### config.mk
export PLATFORM = sky130hd
export DESIGN_NAME = sector_guard_reg
export DESIGN_NICKNAME = d
export VERILOG_FILES = /design/src/rtl/sgr_pkg.sv /design/src/rtl/sgr_load_ctrl.sv /design/src/rtl/sgr_write_filter.sv /design/src/rtl/sgr_region_decode.sv /design/src/rtl/sector_guard_reg.sv
export SDC_FILE = /design/constraint.sdc
export NUM_CORES = 1
export LEC_CHECK = 0
export BUFFER_PORTS_ARGS = -buffer_cell sky130_fd_sc_hd__buf_2
export CORE_AREA = 2 2 45 47
export CTS_BUF_LIST = sky130_fd_sc_hd__clkbuf_4
export DETAILED_ROUTE_END_ITERATION = 16
export DIE_AREA = 0 0 47 49
export PLACE_DENSITY = 0.83
export RECOVER_POWER = 50
export SLEW_MARGIN = 20
export SYNTH_ARGS = -nofsm -noshare
export SYNTH_HDL_FRONTEND = slang
export SYNTH_SLANG_ARGS = --single-unit
### constraint.sdc
create_clock -name clk -period 2.9 [get_ports clk]
set_clock_uncertainty 0.05 [all_clocks]
set_input_delay 0.29 -clock clk [delete_from_list [all_inputs] [get_ports clk]]
set_output_delay 0.29 -clock clk [all_outputs]
set_load 0.05 [all_outputs]
### src/rtl/sgr_pkg.sv
package sgr_pkg;
  localparam int MODE_B   = 7;
  localparam int RSVD_B   = 6;
  localparam int HI_DIS_B = 5;
  localparam int HI_SZ_LO = 3;
  localparam int LO_DIS_B = 2;
  localparam int LO_SZ_LO = 0;
  localparam logic [7:0] RESET_IMAGE = 8'h7F;

  typedef struct packed {
    logic       dis;
    logic [1:0] sz;
  } region_t;

  function automatic region_t get_region(input logic [7:0] b, input logic hi);
    region_t r;
    if (hi) begin
      r.dis = b[HI_DIS_B];
      r.sz  = b[HI_SZ_LO +: 2];
    end else begin
      r.dis = b[LO_DIS_B];
      r.sz  = b[LO_SZ_LO +: 2];
    end
    return r;
  endfunction

  // an enabled region may neither switch off nor shrink
  function automatic logic region_grows(input region_t old_r, input region_t new_r);
    if (old_r.dis) return 1'b1;
    return (!new_r.dis) && (new_r.sz >= old_r.sz);
  endfunction

  function automatic logic image_grows(input logic [7:0] old_b, input logic [7:0] new_b);
    logic mode_ok;
    mode_ok = !(!old_b[MODE_B] && new_b[MODE_B]);
    return mode_ok
        && region_grows(get_region(old_b, 1'b0), get_region(new_b, 1'b0))
        && region_grows(get_region(old_b, 1'b1), get_region(new_b, 1'b1));
  endfunction

  function automatic logic [7:0] fault_image(input logic [7:0] cfg);
    logic [7:0] f;
    f = 8'h3F;
    f[RSVD_B] = cfg[RSVD_B];
    return f;
  endfunction
endpackage

### src/rtl/sgr_load_ctrl.sv
module sgr_load_ctrl
  import sgr_pkg::*;
(
  input  logic       clk,
  input  logic       rst,
  input  logic       cfg_load,
  input  logic [7:0] cfg_byte,
  input  logic       cfg_dbl_fault,
  input  logic       load_done,
  output logic       ready,
  output logic       load_fire,
  output logic [7:0] load_image
);
  assign load_fire  = cfg_load && !ready;
  assign load_image = cfg_dbl_fault ? fault_image(cfg_byte) : cfg_byte;

  always_ff @(posedge clk) begin
    if (rst)            ready <= 1'b0;
    else if (load_done) ready <= 1'b1;
  end
endmodule

### src/rtl/sgr_write_filter.sv
module sgr_write_filter
  import sgr_pkg::*;
(
  input  logic       ready,
  input  logic       wr_en,
  input  logic [7:0] wr_data,
  input  logic [7:0] cur,
  output logic       wr_accept,
  output logic       wr_deny,
  output logic [7:0] wr_image
);
  logic [7:0] cand;
  logic       grows;

  always_comb begin
    cand         = wr_data;
    cand[RSVD_B] = cur[RSVD_B];
  end

  assign grows     = image_grows(cur, cand);
  assign wr_accept = ready && wr_en && grows;
  assign wr_deny   = ready && wr_en && !grows;
  assign wr_image  = cand;
endmodule

### src/rtl/sgr_region_decode.sv
module sgr_region_decode #(
  parameter int BASE   = 1,
  parameter int SPAN_W = 8
) (
  input  logic              dis,
  input  logic [1:0]        sz,
  output logic              on,
  output logic [1:0]        sz_o,
  output logic [SPAN_W-1:0] span
);
  localparam logic [SPAN_W-1:0] BASE_V = SPAN_W'(BASE);
  assign on   = !dis;
  assign sz_o = sz;
  assign span = on ? (BASE_V << sz) : '0;
endmodule

### src/rtl/sector_guard_reg.sv
module sector_guard_reg
  import sgr_pkg::*;
#(
  parameter int LO_BASE = 1,
  parameter int HI_BASE = 2,
  parameter int SPAN_W  = 8
) (
  input  logic              clk,
  input  logic              rst,
  input  logic              cfg_load,
  input  logic [7:0]        cfg_byte,
  input  logic              cfg_dbl_fault,
  input  logic              load_done,
  input  logic              wr_en,
  input  logic [7:0]        wr_data,
  output logic [7:0]        prot_q,
  output logic              ready,
  output logic              wr_reject,
  output logic              open_mode,
  output logic              lo_on,
  output logic [1:0]        lo_sz,
  output logic [SPAN_W-1:0] lo_span,
  output logic              hi_on,
  output logic [1:0]        hi_sz,
  output logic [SPAN_W-1:0] hi_span
);
  localparam int NREG = 2;

  logic       load_fire, wr_accept, wr_deny;
  logic [7:0] load_image, wr_image;

  sgr_load_ctrl u_load (
    .clk(clk), .rst(rst), .cfg_load(cfg_load), .cfg_byte(cfg_byte),
    .cfg_dbl_fault(cfg_dbl_fault), .load_done(load_done),
    .ready(ready), .load_fire(load_fire), .load_image(load_image)
  );

  sgr_write_filter u_filt (
    .ready(ready), .wr_en(wr_en), .wr_data(wr_data), .cur(prot_q),
    .wr_accept(wr_accept), .wr_deny(wr_deny), .wr_image(wr_image)
  );

  always_ff @(posedge clk) begin
    if (rst) begin
      prot_q    <= RESET_IMAGE;
      wr_reject <= 1'b0;
    end else begin
      wr_reject <= wr_deny;
      if (load_fire)      prot_q <= load_image;
      else if (wr_accept) prot_q <= wr_image;
    end
  end

  assign open_mode = prot_q[MODE_B];

  logic              r_on   [NREG];
  logic [1:0]        r_sz   [NREG];
  logic [SPAN_W-1:0] r_span [NREG];

  for (genvar g = 0; g < NREG; g++) begin : g_reg
    localparam int BASE_G = (g == 0) ? LO_BASE : HI_BASE;
    region_t rg;
    assign rg = get_region(prot_q, (g == 1));
    sgr_region_decode #(.BASE(BASE_G), .SPAN_W(SPAN_W)) u_dec (
      .dis(rg.dis), .sz(rg.sz), .on(r_on[g]), .sz_o(r_sz[g]), .span(r_span[g])
    );
  end

  assign lo_on   = r_on[0];
  assign lo_sz   = r_sz[0];
  assign lo_span = r_span[0];
  assign hi_on   = r_on[1];
  assign hi_sz   = r_sz[1];
  assign hi_span = r_span[1];
endmodule

==> run summary, run 1 <==
Vias -> 728
pre-CTS WS -> 946 ps
RSZ-0062 raised after global routing -> false
Worst Tran Pin Value -> 607 ps
leak pwr -> 0.486 nW
adder-cell share of the synthesized area -> 0.0655
average size of a mapped cell -> 8.49 sq um
Top Metal Used -> met4
grt ovf -> 0
Hold Crit Class -> in -> reg
pwr dens -> 500 nW/um^2
total wire length -> 1760 um
DR vias/cell -> 4.73
first-pass GRT wire length -> 2560 um
CP arrival -> 2060 ps
hold path start -> load_done
final antenna-violating net count -> 0
EDFF count, synth -> 0
hold-fix buffers at CTS -> 0
1st-iter DRT viols -> 11
Clock H-tree levels -> 1
gr usage total -> 0.150
Ports -> 55
antenna fix cells -> 0
r2r startpoint -> prot_q[1]$_SDFFE_PP1P_
pin count of the biggest net entering global routing -> 11
clock tree root buffer cell -> clkbuf_4
critical path startpoint category -> flop
multiplexer share of the synthesized area -> 0
clock period minus worst slack -> 1960 ps
fin crit share -> 0.675
largest family of logic cells by synthesized area -> simple AND/OR/NAND/NOR gates
sequential fraction of the synthesis area -> 0.262
post-CTS sizing -> 0
FMAX -> 511 MHz
Placed Cells incl. Taps -> 151
setup_tns -> 0 ps
share of the synthesized area in the top cell type -> 0.262
Cells on Worst Hold Path -> 3
# setup viols final -> 0
Routed wire per std cell -> 11.4 um
Yosys reg bits -> 10
clock latency on the worst-skew pair -> 270 ps
Crit Path Class -> reg -> reg
Distinct cells, synth -> 27
die extent in x -> 47 um
Cell Area, Synth -> 764 sq um
Max-cap violations -> 0
synth warn -> 0
layout cells sized above 1 -> 0.315
vias in the first global route -> 599
slack of the critical path -> 942 ps
Area Growth Syn to Fin -> 20.6%
Clock Path Buffers -> 2
Final GP Congestion -> 0.763
DIE AREA -> 2300 sq um
worst r2r path cells -> 6
crit path capture type -> flop
std cell rows -> 16
max-slew violations -> 0
Peak VDD IR -> 0.000268 V
Synth area leader -> dfxtp_1
HPWL Detailed -> 1370 um
initial core utilization -> 0.415
hold slack -> 174 ps
status -> finished, final reports clean
Metal-1 WL -> 803 um
Synth Area in Simple Gates -> 0.226
compound-gate portion of the synthesized area -> 0.221
asr flop ratio synth -> 0
number of nets in the layout -> 155
clock sinks -> 10
postcts setup bufs -> 0
CTS Buf Count -> 3
DR DRC count -> 0
Required @ worst endpoint -> 3000 ps
non-filler cells, final -> 154
initial antenna violation count -> 0
clock transition at the registers of the reported paths -> 70 ps
die height -> 49 um
metal2 WL -> 796 um
Post-Synth XOR/XNOR Area -> 0
filler instances -> 201
Core ar. -> 1840 sq um
Final Hold Fails -> 0
Area contributors post-synth -> dfxtp_1, buf_4, a221o_1
TritonCTS clock tree -> yes
drt first pass iters -> 5
worst-path fanout max -> 6
cell with the most instances after synthesis -> buf_4
IO buf count -> 45
Slew headroom -> 0.597
CP startpoint -> prot_q[1]$_SDFFE_PP1P_
Mapped Cells -> 90
Post-synth top flop -> dfxtp_1
met3 WL -> 149 um
Commonest cells post-synth -> buf_4, dfxtp_1, nor2_1
==> flip-flops by register name, indices dropped and copies added (netlist names) <==
register and cells:
prot_q 8, u_load.ready 1, wr_reject 1
==> kinds of logic after synthesis <==
kind of cell,after synthesis
AOI/OAI and AO/OA,18
adders and majority gates,4
buffers and inverters,28
DFF,10
other,1
and+or+nand+nor,29
==> metrics by stage <==
step                      utilization  power [mW]  cell area [sq um]
after global placement          0.499       0.367                918
final                           0.501       0.461                922
after CTS                       0.511       0.469                941
after detailed placement        0.499       0.371                918
after global routing            0.501       0.484                922
after floorplan                     -       0.344                791
==> path summary, 6_finish.rpt <==
path,slack (ps),endpoint
worst min register to register,450,prot_q[7]$_SDFFE_PP0P_
worst min-delay path,170,u_load.ready$_SDFFE_PP0P_
worst max register to register,940,prot_q[0]$_SDFFE_PP1P_
worst max-delay path,940,prot_q[0]$_SDFFE_PP1P_
==> report_power, final <==
| part | switching (mW) | internal [mW] | total [mW] |
|---|---|---|---|
| sequential | 0.0151 | 0.149 | 0.164 |
| combinational | 0.150 | 0.0498 | 0.200 |
| clock | 0.0497 | 0.0480 | 0.0976 |
==> area by class of cell <==
type                            count  area (sq um)  share of cell area
Clock buffer                        3          22.5              0.0244
Inverter                           10          37.5              0.0407
Multi-Input combinational cell     59           422               0.457
Sequential cell                    10           200               0.217
Tap cell                           27          33.8              0.0366
Timing Repair Buffer               45           206               0.224
==> critical path: stages, from the launching register on <==
cell and delay, ps:
dfxtp_1 410, inv_1 90, ha_1 270, nor2b_1 130, a221o_1 360, and3_4 200, a221o_1 340
==> cell usage in the layout, fill, tap and decap left out <==
| cell type | Yosys | routed |
|---|---|---|
| inv_2 | 2 | 2 |
| clkbuf_1 | 2 | 15 |
| nor3_1 | 4 | 4 |
| inv_1 | 8 | 8 |
| or2b_1 | 1 | 1 |
| and3_4 | 1 | 1 |
| nand3_1 | 1 | 1 |
| and3_1 | 4 | 4 |
| nand2b_1 | 3 | 3 |
| ha_1 | 4 | 4 |
| nor2_1 | 9 | 9 |
| a211o_1 | 2 | 2 |
| clkbuf_4 | 0 | 3 |
| and4_4 | 1 | 1 |
| conb_1 | 1 | 8 |
| nand3b_1 | 1 | 1 |
| buf_2 | 0 | 30 |
| a311o_1 | 1 | 1 |
| nor2b_1 | 2 | 2 |
| a31oi_2 | 1 | 1 |
| a221o_1 | 6 | 6 |
| o21bai_1 | 6 | 6 |
| a221oi_2 | 1 | 1 |
| and2_0 | 0 | 1 |
| dfxtp_1 | 10 | 10 |
| a41oi_1 | 1 | 1 |
| nand2b_4 | 1 | 1 |
==> per-layer routing <==
| layer | GRT usage | up-vias |
|---|---|---|
| li1 | - | 369 |
| met1 | 0.197 | 324 |
| met2 | 0.233 | 33 |
| met3 | 0.0444 | 2 |
| met4 | 0.0417 | 0 |
| met5 | 0 | - |
No activity file was read; power rests on OpenSTA's default activity.
==> run 2: changes to the inputs <==
CORE_AREA = 2 2 49 51   (was 2 2 45 47)
DIE_AREA = 0 0 51 53   (was 0 0 47 49)
PLACE_DENSITY = 0.74   (was 0.83)
clock period = 1.7 ns   (was 2.9 ns; I/O delays follow)
==> run summary, run 2 (synthesized netlist as in run 1, its figures left out) <==
status -> finished with violations
clock latency on the worst-skew pair -> 280 ps (about the same)
initial antenna violation count -> 0 (unchanged)
DR DRC count -> 0 (unchanged)
biggest regs -> prot_q: 8 flops, u_load.ready: 1 flops, wr_reject: 1 flops
drt first pass iters -> 4 (-1)
non-filler cells, final -> 167 (+8.4%)
Clock H-tree levels -> 1 (unchanged)
fin crit share -> 1.03 (+0.350)
RSZ-0062 raised after global routing -> true
Final Hold Fails -> 0 (unchanged)
slack of the critical path -> -43.3 ps (-985 ps)
worst r2r dst -> prot_q[0]$_SDFFE_PP1P_
worst r2r path cells -> 5 (-1)
Ports -> 55 (unchanged)
crit path capture type -> flop
Clock Path Buffers -> 2 (unchanged)
Slew headroom -> 0.599 (+0.00168)
FMAX -> 574 MHz (+12%)
DIE AREA -> 2700 sq um (+17%)
1st-iter DRT viols -> 20 (+9)
r2r startpoint -> prot_q[0]$_SDFFE_PP1P_
Largest Register -> prot_q
DR vias/cell -> 4.64 (-1.8%)
hold path start -> cfg_byte[6]
grt ovf -> 0 (unchanged)
Routed wire per std cell -> 11.3 um (-1.2%)
CP arrival -> 1860 ps (-200 ps)
Placed Cells incl. Taps -> 163 (+7.9%)
final antenna-violating net count -> 0 (unchanged)
Core ar. -> 2150 sq um (+17%)
IO buf count -> 45 (unchanged)
Vias -> 775 (+6.5%)
std cell rows -> 17 (+1)
Worst Hold End -> prot_q[6]$_SDFFE_PP1P_
Area Growth Syn to Fin -> 40.1%
HPWL Detailed -> 1530 um (+12%)
layout cells sized above 1 -> 0.453 (+0.138)
number of nets in the layout -> 166 (+7.1%)
gr usage total -> 0.147 (-0.00259)
critical path startpoint category -> flop
die height -> 53 um (+8.2%)
clock transition at the registers of the reported paths -> 70 ps (about the same)
initial core utilization -> 0.356 (-0.0592)
TritonCTS clock tree -> yes
worst-path fanout max -> 6 (unchanged)
vias in the first global route -> 676 (+13%)
Peak VDD IR -> 0.000456 V (+70%)
Cells on Worst Hold Path -> 2 (-1)
leak pwr -> 0.551 nW (+13%)
CTS Buf Count -> 3 (unchanged)
fin util -> 0.499 (-0.00213)
Max-cap violations -> 0 (unchanged)
Reg2Reg Setup Slack -> -40 ps (-990 ps)
Required @ worst endpoint -> 1820 ps (-1180 ps)
# setup viols final -> 5 (+5)
max-slew violations -> 0 (unchanged)
clock period minus worst slack -> 1740 ps (-215 ps)
Final GP Congestion -> 0.709 (-7.1%)
pin count of the biggest net entering global routing -> 11 (unchanged)
most frequent cells in the layout -> buf_2, clkbuf_1, buf_4, nor2_1, conb_1
clock tree root buffer cell -> clkbuf_4
Hold Crit Class -> in -> reg
max FFs per register -> 8 (unchanged)
commonest non-fill, non-tap cell in the layout -> buf_2
first-pass GRT wire length -> 2900 um (+13%)
total wire length -> 1890 um (+7.2%)
die extent in x -> 51 um (+8.5%)
antenna fix cells -> 0 (unchanged)
failing checks -> negative setup slack
clock sinks -> 10 (unchanged)
pwr dens -> 804 nW/um^2 (+61%)
post-CTS sizing -> 0 (unchanged)
Worst Tran Pin Value -> 605 ps (-2.53 ps)
hold-fix buffers at CTS -> 0 (unchanged)
filler instances -> 219 (+9.0%)
Crit Path Class -> reg -> reg
-- run 2: cell count changes in the layout (fill, tap and decap cells not counted), sizes merged --
| cell | delta |
|---|---|
| clkbuf | -1 |
| buf | +13 |
-- run 2: cell type report --
| class | instances | area, sq um | area share |
|---|---|---|---|
| Clock buffer | 4 | 30.0 | 0.0280 |
| Sequential cell | 10 | 215 | 0.201 |
| Tap cell | 28 | 35.0 | 0.0327 |
| Timing Repair Buffer | 56 | 292 | 0.272 |
| Inverter | 10 | 40.0 | 0.0374 |
| Multi-Input combinational cell | 59 | 459 | 0.429 |
-- run 2: routing by layer --
metal / share of wire / wire, um / track usage / vias to the layer above
li1: - / - / - / 391
met1: 0.44 / 825 / 0.174 / 343
met2: 0.47 / 887 / 0.242 / 37
met3: 0.076 / 144 / 0.0452 / 4
met4: 0.015 / 28 / 0.0721 / 0
met5: 0 / 0 / 0 / -
-- run 2: power by group --
| part | switching (mW) | internal (mW) |
|---|---|---|
| sequential | 0.0163 | 0.253 |
| combinational | 0.278 | 0.119 |
| clock | 0.0875 | 0.107 |
| total | 0.382 | 0.479 |
-- run 2: worst max-delay path by stage --
stage,from,end,slack [ps],cells after the start
final,prot_q[0]$_SDFFE_PP1P_,prot_q[0]$_SDFFE_PP1P_,-40,5
after CTS,prot_q[1]$_SDFFE_PP1P_,prot_q[0]$_SDFFE_PP1P_,-60,6
after floorplan,prot_q[0]$_SDFFE_PP1P_,prot_q[5]$_SDFFE_PP1P_,-220,6
after global routing,prot_q[0]$_SDFFE_PP1P_,prot_q[4]$_SDFFE_PP1P_,-90,5
after global placement,prot_q[0]$_SDFFE_PP1P_,prot_q[0]$_SDFFE_PP1P_,-60,5
after detailed placement,prot_q[0]$_SDFFE_PP1P_,prot_q[5]$_SDFFE_PP1P_,-70,5
-- run 2: stage by stage --
step	worst slack, ps	TNS (ps)	hold WS, ps	power [mW]	instance area (sq um)
final	-43.3	-159	59.7	0.861	1070
after global routing	-87.2	-389	52.5	0.908	1070
after CTS	-59.0	-245	58.6	0.874	1090
after detailed placement	-65.1	-289	334	0.680	1060
after global placement	-61.0	-226	322	0.671	1060
after floorplan	-222	-1390	236	0.601	846
-- run 2: repair_timing --
action                     CTS  global route
pin swaps                    3             1
buffers inserted             0             0
cloned                       0             0
setup endpoints to repair    5             6
-- run 2: critical path, stage by stage (launching register included) --
cell      delay, ps
dfxtp_4         360
ha_4            220
nand2b_4        130
a221o_1         360
and3_4          200
a221o_1         320
==> run 3: changes to the inputs <==
CORE_AREA = 2 2 50 52   (was 2 2 49 51)
DIE_AREA = 0 0 52 54   (was 0 0 51 53)
PLACE_DENSITY = 0.71   (was 0.74)
==> run summary, run 3 (synthesized netlist as in run 1, its figures left out) <==
IO buf count -> 45 (unchanged)
Hold Crit Class -> in -> reg
std cell rows -> 18 (+1)
die extent in x -> 52 um (+2.0%)
Clock H-tree levels -> 1 (unchanged)
pin count of the biggest net entering global routing -> 11 (unchanged)
commonest non-fill, non-tap cell in the layout -> buf_2
worst-path fanout max -> 6 (unchanged)
initial antenna violation count -> 0 (unchanged)
first-pass GRT wire length -> 3040 um (+4.8%)
status -> finished with violations
clock tree root buffer cell -> clkbuf_4
total wire length -> 2040 um (+8.3%)
Slew headroom -> 0.606 (+0.00783)
Ports -> 55 (unchanged)
Reg2Reg Setup Slack -> -60 ps (about the same)
Max-cap violations -> 0 (unchanged)
antenna fix cells -> 0 (unchanged)
Routed wire per std cell -> 12.0 um (+6.4%)
overall power -> 866 uW (+0.59%)
FMAX -> 569 MHz (-0.84%)
TritonCTS clock tree -> yes
slack of the critical path -> -58.2 ps (-14.8 ps)
drt first pass iters -> 4 (unchanged)
CP arrival -> 1880 ps (+20 ps)
Placed Cells incl. Taps -> 165 (+1.2%)
final instance area -> 1100 sq um (+3.0%)
Clock Path Buffers -> 2 (unchanged)
crit path capture type -> flop
Final Hold Fails -> 0 (unchanged)
clock latency on the worst-skew pair -> 280 ps (about the same)
r2r startpoint -> prot_q[0]$_SDFFE_PP1P_
max-slew violations -> 0 (unchanged)
grt ovf -> 0 (unchanged)
leak pwr -> 0.565 nW (+2.6%)
Crit-path slowest cell -> a221o_1
Cells on Worst Hold Path -> 3 (+1)
CTS Buf Count -> 3 (unchanged)
clock sinks -> 10 (unchanged)
fin util -> 0.476 (-0.0228)
Top Metal Used -> met4
DR DRC count -> 0 (unchanged)
biggest regs -> prot_q: 8 flops, u_load.ready: 1 flops, wr_reject: 1 flops
max FFs per register -> 8 (unchanged)
1st-iter DRT viols -> 22 (+10%)
DR vias/cell -> 4.72 (+1.8%)
Largest Register -> prot_q
largest stage delay on the critical path -> 370 ps (about the same)
layout cells sized above 1 -> 0.479 (+0.0253)
clock period minus worst slack -> 1760 ps (+14.8 ps)
Worst Tran Pin Value -> 593 ps (-11.8 ps)
vias in the first global route -> 699 (+3.4%)
# setup viols final -> 5 (unchanged)
met3 WL -> 156 um (+8.3%)
failing checks -> negative setup slack
critical path startpoint category -> flop
most frequent cells in the layout -> buf_2, clkbuf_1, buf_4, nor2_1, conb_1
Area Growth Syn to Fin -> 44.4%
non-filler cells, final -> 170 (+1.8%)
number of nets in the layout -> 167 (+0.60%)
pwr dens -> 785 nW/um^2 (-2.4%)
Vias -> 803 (+3.6%)
Metal-1 WL -> 790 um (-4.2%)
worst r2r path cells -> 5 (unchanged)
critical-path cell list -> ha_4 > nand2b_4 > a221o_1 > and3_4 > a221o_1
fin crit share -> 1.03 (+0.00873)
setup_tns -> -232 ps (-72.8 ps)
Top cell by count, worst path -> a221o_1
RSZ-0062 raised after global routing -> true
Final GP Congestion -> 0.768 (+8.4%)
hold path start -> load_done
worst r2r dst -> prot_q[4]$_SDFFE_PP1P_
clock transition at the registers of the reported paths -> 70 ps (about the same)
Core ar. -> 2320 sq um (+8.0%)
Required @ worst endpoint -> 1820 ps (about the same)
DIE AREA -> 2810 sq um (+3.9%)
Crit Path Class -> reg -> reg
metal2 WL -> 1040 um (+17%)
final antenna-violating net count -> 0 (unchanged)
initial core utilization -> 0.330 (-0.0263)
Peak VDD IR -> 0.000335 V (-26%)
DP Area -> 1060 sq um (+0.24%)
die height -> 54 um (+1.9%)
Worst Hold End -> u_load.ready$_SDFFE_PP0P_
gr usage total -> 0.154 (+0.00679)
HPWL Detailed -> 1600 um (+4.1%)
==> run 3: area by class of cell <==
class | instances | area (sq um)
Tap cell | 30 | 37.5
Clock inverter | 1 | 3.75
Timing Repair Buffer | 57 | 305
Clock buffer | 3 | 22.5
Multi-Input combinational cell | 59 | 479
Fill cell | 236 | 1220
Inverter | 10 | 40.0
Sequential cell | 10 | 215
==> run 3: worst max-delay path by stage <==
| stage | from | endpoint | depth (start not counted) |
|---|---|---|---|
| CTS | prot_q[1]$_SDFFE_PP1P_ | prot_q[4]$_SDFFE_PP1P_ | 6 |
| detailed placement | prot_q[0]$_SDFFE_PP1P_ | prot_q[0]$_SDFFE_PP1P_ | 5 |
| finish | prot_q[0]$_SDFFE_PP1P_ | prot_q[4]$_SDFFE_PP1P_ | 5 |
| global route | prot_q[0]$_SDFFE_PP1P_ | prot_q[4]$_SDFFE_PP1P_ | 5 |
| floorplan | prot_q[0]$_SDFFE_PP1P_ | prot_q[5]$_SDFFE_PP1P_ | 6 |
| global placement | prot_q[0]$_SDFFE_PP1P_ | prot_q[0]$_SDFFE_PP1P_ | 5 |
==> run 3: report_power, final <==
| part | internal, mW | switching, mW |
|---|---|---|
| Sequential | 0.253 | 0.0173 |
| Clock | 0.0853 | 0.0982 |
| Combinational | 0.130 | 0.282 |
| Total | 0.468 | 0.398 |
==> run 3: through the flow <==
stage	setup slack [ps]	hold slack, ps
after CTS	-54.0	29.7
final	-58.2	35.5
after global placement	-62.5	320
after global routing	-124	65.5
after floorplan	-222	236
after detailed placement	-75.9	328
==> run 3: worst max-delay path: cells and delay by family (launching register included) <==
family                   cells  cell delay (ps)
flip-flops                   1              350
AO/OA/AOI/OAI                2              700
adder cells (fa/ha/maj)      1              220
AND/OR/NAND/NOR              2              330
==> run 3: per-layer routing <==
| layer | up-vias | GRT usage |
|---|---|---|
| met2 | 39 | 0.281 |
| met5 | - | 0 |
| met3 | 5 | 0.0250 |
| met1 | 366 | 0.163 |
| li1 | 393 | - |
| met4 | 0 | 0.105 |
==> run 3: repair_timing <==
| item | in CTS | in global routing |
|---|---|---|
| gates resized for setup | 2 | 1 |
| endpoints found under the setup margin | 5 | 6 |
| hold buffers | 0 | 0 |
| setup buffers | 1 | 0 |
| pin swaps | 6 | 4 |
| endpoints found under the hold margin | 0 | 0 |
| cloned | 0 | 0 |
